===== src/rtl/noise_pkg.sv =====
package noise_pkg;
  localparam int RATE_IDX_W = 4;
  localparam int PERIOD_W   = 11;

  typedef logic [RATE_IDX_W-1:0] rate_idx_t;
  typedef logic [PERIOD_W-1:0]   period_t;

  // Reload value (clocks per expiry minus one) for each rate index.
  function automatic period_t reload_of(input rate_idx_t idx);
    period_t r;
    case (idx)
      4'h0: r = 11'h001;
      4'h1: r = 11'h003;
      4'h2: r = 11'h007;
      4'h3: r = 11'h00F;
      4'h4: r = 11'h01F;
      4'h5: r = 11'h02F;
      4'h6: r = 11'h03F;
      4'h7: r = 11'h04F;
      4'h8: r = 11'h064;
      4'h9: r = 11'h07E;
      4'hA: r = 11'h0BD;
      4'hB: r = 11'h0FD;
      4'hC: r = 11'h17C;
      4'hD: r = 11'h1FB;
      4'hE: r = 11'h3F8;
      default: r = 11'h7F1;
    endcase
    return r;
  endfunction
endpackage


===== src/rtl/noise_rate_reg.sv =====
module noise_rate_reg
  import noise_pkg::*;
#(
  parameter int BYTE_W   = 8,
  parameter int MODE_BIT = 7
) (
  input  logic              clk,
  input  logic              rst,
  input  logic              wr_en,
  input  logic [BYTE_W-1:0] wr_data,
  output rate_idx_t         idx_q,
  output logic              short_q
);
  always_ff @(posedge clk) begin
    if (rst) begin
      idx_q   <= '0;
      short_q <= 1'b0;
    end else if (wr_en) begin
      idx_q   <= wr_data[RATE_IDX_W-1:0];
      short_q <= wr_data[MODE_BIT];
    end
  end

  // fields hold between writes
  p_hold_r1: assert property (@(posedge clk) disable iff (rst)
    !wr_en |=> ($stable(idx_q) && $stable(short_q)));
  // reserved bits do not alter the captured index
  p_rsvd_r1: assert property (@(posedge clk) disable iff (rst)
    (wr_en && (wr_data[MODE_BIT-1:RATE_IDX_W] != '0))
      |=> (idx_q == $past(wr_data[RATE_IDX_W-1:0])));
endmodule


===== src/rtl/noise_period_timer.sv =====
module noise_period_timer
  import noise_pkg::*;
(
  input  logic    clk,
  input  logic    rst,
  input  period_t reload_val,
  output logic    expire
);
  period_t cnt;

  assign expire = (cnt == '0);

  always_ff @(posedge clk) begin
    if (rst)         cnt <= '0;
    else if (expire) cnt <= reload_val;
    else             cnt <= cnt - 1'b1;
  end

  // counts down by one while non-zero
  p_count_down_r2: assert property (@(posedge clk) disable iff (rst)
    (cnt != '0) |=> (cnt == $past(cnt) - 1'b1));
  // reload picks the value presented at the expiry clock
  p_reload_r3: assert property (@(posedge clk) disable iff (rst)
    (cnt == '0) |=> (cnt == $past(reload_val)));
endmodule


===== src/rtl/noise_lfsr.sv =====
module noise_lfsr #(
  parameter int LFSR_W    = 15,
  parameter int TAP_LONG  = 13,
  parameter int TAP_SHORT = 8
) (
  input  logic clk,
  input  logic rst,
  input  logic step,
  input  logic short_mode,
  output logic msb
);
  localparam int TOP = LFSR_W - 1;

  logic [LFSR_W-1:0] sr;
  logic              half;
  logic              shift_en;
  logic              fb;

  assign shift_en = step && half;
  assign fb       = sr[TOP] ^ (short_mode ? sr[TAP_SHORT] : sr[TAP_LONG]);
  assign msb      = sr[TOP];

  always_ff @(posedge clk) begin
    if (rst) begin
      sr   <= {{(LFSR_W-1){1'b0}}, 1'b1};
      half <= 1'b0;
    end else begin
      if (step)     half <= ~half;
      if (shift_en) sr   <= {sr[TOP-1:0], fb};
    end
  end

  // register never reaches the all-zero lock state
  p_nonzero_r8: assert property (@(posedge clk) disable iff (rst)
    sr != '0);
  // register holds unless the second expiry arrives
  p_hold_r6: assert property (@(posedge clk) disable iff (rst)
    !shift_en |=> $stable(sr));
  // first expiry of a pair never shifts
  p_first_half_r6: assert property (@(posedge clk) disable iff (rst)
    (step && !half) |=> $stable(sr));
  // shift moves bits toward the top
  p_shift_dir_r4: assert property (@(posedge clk) disable iff (rst)
    shift_en |=> (sr[TOP:1] == $past(sr[TOP-1:0])));
endmodule


===== src/rtl/noise_lfsr_gen.sv =====
module noise_lfsr_gen
  import noise_pkg::*;
#(
  parameter int BYTE_W    = 8,
  parameter int MODE_BIT  = 7,
  parameter int VOL_W     = 4,
  parameter int LFSR_W    = 15,
  parameter int TAP_LONG  = 13,
  parameter int TAP_SHORT = 8
) (
  input  logic              clk,
  input  logic              rst,
  input  logic              wr_en,
  input  logic [BYTE_W-1:0] wr_data,
  input  logic [VOL_W-1:0]  volume,
  input  logic              chan_active,
  output logic              noise_bit,
  output logic [VOL_W-1:0]  sample
);
  rate_idx_t idx_q;
  logic      short_q;
  logic      expire;
  logic      msb;
  period_t   reload_val;

  noise_rate_reg #(.BYTE_W(BYTE_W), .MODE_BIT(MODE_BIT)) u_rate (
    .clk(clk), .rst(rst), .wr_en(wr_en), .wr_data(wr_data),
    .idx_q(idx_q), .short_q(short_q)
  );

  assign reload_val = reload_of(idx_q);

  noise_period_timer u_timer (
    .clk(clk), .rst(rst), .reload_val(reload_val), .expire(expire)
  );

  noise_lfsr #(.LFSR_W(LFSR_W), .TAP_LONG(TAP_LONG), .TAP_SHORT(TAP_SHORT)) u_lfsr (
    .clk(clk), .rst(rst), .step(expire), .short_mode(short_q), .msb(msb)
  );

  always_ff @(posedge clk) begin
    if (rst) begin
      noise_bit <= 1'b0;
      sample    <= '0;
    end else begin
      noise_bit <= ~msb;
      sample    <= (~msb && chan_active) ? volume : '0;
    end
  end

  // a non-zero sample implies the noise bit is high
  p_sample_gate_r9: assert property (@(posedge clk) disable iff (rst)
    (sample != '0) |-> noise_bit);
  // an inactive channel is muted on the next clock
  p_inactive_mute_r9: assert property (@(posedge clk) disable iff (rst)
    !chan_active |=> (sample == '0));
  // noise bit follows the inverted top bit one clock later
  p_bit_follow_r7: assert property (@(posedge clk) disable iff (rst)
    1'b1 |=> (noise_bit == !$past(msb)));
endmodule


===== config.mk =====
export PLATFORM = sky130hd
export DESIGN_NAME = noise_lfsr_gen
export DESIGN_NICKNAME = d
export VERILOG_FILES = /design/src/rtl/noise_pkg.sv /design/src/rtl/noise_rate_reg.sv /design/src/rtl/noise_period_timer.sv /design/src/rtl/noise_lfsr.sv /design/src/rtl/noise_lfsr_gen.sv
export SDC_FILE = /design/constraint.sdc
export NUM_CORES = 1
export LEC_CHECK = 0
export BUFFER_PORTS_ARGS = -buffer_cell sky130_fd_sc_hd__buf_2
export CAP_MARGIN = 15
export CELL_PAD_IN_SITES_DETAIL_PLACEMENT = 1
export CELL_PAD_IN_SITES_GLOBAL_PLACEMENT = 1
export CORE_MARGIN = 8
export CORE_UTILIZATION = 44
export DETAILED_ROUTE_END_ITERATION = 12
export GPL_TIMING_DRIVEN = 0
export PLACE_DENSITY_LB_ADDON = 0.1
export SLEW_MARGIN = 40
export SYNTH_ARGS = -nofsm -noshare
export SYNTH_HDL_FRONTEND = slang
export SYNTH_SLANG_ARGS = --single-unit

===== constraint.sdc =====
create_clock -name clk -period 2.4 [get_ports clk]
set_input_delay 0.24 -clock clk [delete_from_list [all_inputs] [get_ports clk]]
set_output_delay 0.24 -clock clk [all_outputs]
set_load 0.05 [all_outputs]

==> results by group <==
Status
  • Result of the run: finished, final reports clean

Logic synthesis
  • Most used DFF post-synth: dfxtp_1
  • Post-synthesis cell count: 193
  • Synth Register Bits: 48
  • Syn Nets: 217
  • Cells taking the most area after synthesis: dfxtp_1 49%, mux2i_1 12%, nor2_1 6.9%
  • EDFF count, synth: 0
  • Sequential share of the synthesized area: 0.491
  • Post-synthesis cell type count: 40
  • Ys async rst share: 0
  • Yosys top cell area share: 0.491
  • Mapped Area: 1960 µm²
  • Syn Area/Cell: 10.1 µm²
  • Synth warnings: 0
  • Synth area leader: dfxtp_1

Setup path
  • Crit-path cells: inv_1 > ha_1 > nor4b_4 > nand4_2 > buf_6 > mux2i_1 > nor2_1
  • R2r endpoint: u_lfsr.sr[6]
  • CP Class: flip-flop to flip-flop
  • Crit start category: flip-flop
  • Crit-path max FO: 10
  • Worst setup path startpoint: u_timer.cnt[0]
  • Reg2Reg Launch Point: u_timer.cnt[0]
  • Max incr delay on CP: 0.38 ns
  • Delay-heaviest family, CP: simple AND/OR/NAND/NOR gates
  • WP buf/inv: 2
  • Critical Path Sink: u_lfsr.sr[6]
  • Setup crit end kind: flip-flop
  • R2R Setup Slk: 0.44 ns
  • CP max-delay cell: nor4b_4
  • CP Depth: 7
  • WP data arrival: 2.14 ns
  • WP data required: 2.58 ns
  • Reg2reg path depth: 7

Clock network
  • CTS tree: built
  • Hold buffers post-CTS: 0
  • Post-CTS Setup Bufs: 0
  • CTS Buffer Depth: 2
  • Clock transition at the registers of the reported paths: 0.08 ns
  • Sink Count: 48
  • Post-cts sizing count: 0
  • Htree depth: 2
  • Clk root buf: clkbuf_8
  • Cts bufs inserted: 5
  • Clk_lat worst skew: 0.30 ns

Routing
  • WL/cell: 14.7 µm
  • Post-Route WL: 3950 µm
  • Detailed Route Iter0 Violations: 49
  • Drt drc: 0
  • DR vias/cell: 5.10
  • Via count: 1367
  • Routed Antenna Nets: 0
  • Pre-antenna DRT Iters: 4

Die
  • Die X: 82.7 µm
  • Core ar.: 4320 µm²
  • Starting density of the core: 0.452
  • Die height: 82.7 µm
  • Core Rows: 24
  • Die area: 6830 µm²
  • # IOs: 21

Global routing
  • Global-route wire length before repair: 6730 µm
  • Number of global-route vias before repair: 1465
  • Largest net degree at the start of global routing: 15
  • Gr ovfl total: 0
  • Tot GR Track Use: 0.127
  • Initial antenna violation count: 0

Final layout
  • Most frequent cells in the layout: 48 x dfxtp_1, 36 x nor2_1, 24 x mux2i_1
  • # fillers: 518
  • Ratio of cells with drive above 1 in the final layout: 0.171
  • Area growth, synth to finish: 11.6%
  • N_diodes: 0
  • Most common cell after layout, fill and taps aside: dfxtp_1
  • Nets@finish: 240

Power
  • Pwr Density: 983 nW/µm²
  • Internal power: 0.00140 W
  • Reg power frac: 0.471
  • Sw power: 0.000742 W
  • VDD IR max: 419 µV
  • Leak Pwr: 1.06 nW
  • Total power: 0.00214 W
  • Clock share of power: 0.209
  • Switch share: 0.346
  • Logic gate share of total power: 0.320

STA
  • Max-slew headroom: 0.670
  • Peak Freq: 511 MHz
  • Slew @ Worst Pin: 0.496 ns
  • Unrepaired setup endpoints after global routing: false
  • Final Hold Fails: 0
  • Min Hold Slack: 0.170 ns
  • Crit share post-route: 0.815
  • Period minus WS final: 1.96 ns
  • Clk_skew: 0.00720 ns
  • Final slew viol count: 0
  • Final setup viols: 0
  • Setup TNS: 0 ns

Job
  • Max-cap violation count: 0

Placement
  • Detailed placement HPWL: 2970 µm
  • GP Congestion: 0.760
  • PortBufs: 16

Hold path
  • Hold crit path type: primary input to flip-flop
## cell usage after synthesis, types with 2 or more instances
cell type,number
a211oi_1,6
a21oi_1,2
a2bb2oi_1,2
and3_1,4
buf_2,3
clkbuf_1,5
dfxtp_1,48
ha_1,8
inv_1,9
mux2i_1,24
nand2_1,9
nand3_1,2
nor2_1,36
o21ai_0,2
o22a_1,2
or2_2,3
xor2_1,5
## power groups by stage
stage	registers [W]	clock network, W	logic [W]
2_1_floorplan	0.00101	0	0.000536
3_3_place_gp	0.00102	0	0.000650
3_5_place_dp	0.00103	0	0.000679
4_1_cts	0.00101	0.000466	0.000692
5_1_grt	0.00102	0.000505	0.000762
6_report	0.00101	0.000448	0.000686
## worst min-delay path by stage
stage / startpoint / end / cells past startpoint / slack (ns)
after global placement: u_lfsr.sr[0] / u_lfsr.sr[0] / 1 / 0.45
final: volume[0] / sample[0] / 2 / 0.17
after global routing: volume[0] / sample[0] / 2 / 0.16
after detailed placement: u_lfsr.sr[0] / u_lfsr.sr[0] / 1 / 0.48
after floorplan: rst / noise_bit / 1 / 0.34
after CTS: volume[0] / sample[0] / 2 / 0.16
## through the flow
step	cells	worst slack (ns)	utilization	instance area (µm²)
floorplan	193	0.698	-	1960
global placement	261	0.504	0.486	2100
detailed placement	261	0.444	0.486	2100
CTS	268	0.431	0.505	2180
global route	268	0.238	0.505	2180
finish	268	0.443	0.505	2180
## area by class of cell
cell class / instances / area, µm² / area share
inverters: 9 / 33.8 / 0.0155
plain buffers: 9 / 45.0 / 0.0206
clock inverters: 2 / 12.5 / 0.00573
multi-input cells: 127 / 916 / 0.420
well taps: 52 / 65.1 / 0.0298
clock buffers: 5 / 68.8 / 0.0315
flip-flops and latches: 48 / 961 / 0.440
repair buffers: 16 / 80.1 / 0.0367
## logic make-up after synthesis
group	after synthesis	synth area share
AND/OR/NAND/NOR	67	0.182
AO/OA/AOI/OAI	22	0.0857
multiplexers	24	0.123
flip-flops	48	0.491
adder cells (fa/ha/maj)	8	0.0512
XOR/XNOR	6	0.0269
buffers and inverters	18	0.0403
## per-layer routing
metal,up-vias,GRT usage,share of wire
met2,16,0.217,0.50
met3,5,0.0422,0.032
li1,703,-,-
met1,643,0.145,0.46
met4,0,0.0431,0.014
met5,-,0,0
## flip-flops by register name (all words and copies together) (netlist names)
signal          flops
sample              4
u_rate.idx_q        4
noise_bit           1
u_lfsr.sr          15
u_lfsr.half         1
u_rate.short_q      1
u_timer.cnt        11
reload_val         11
(Power assumes the default switching activity.)
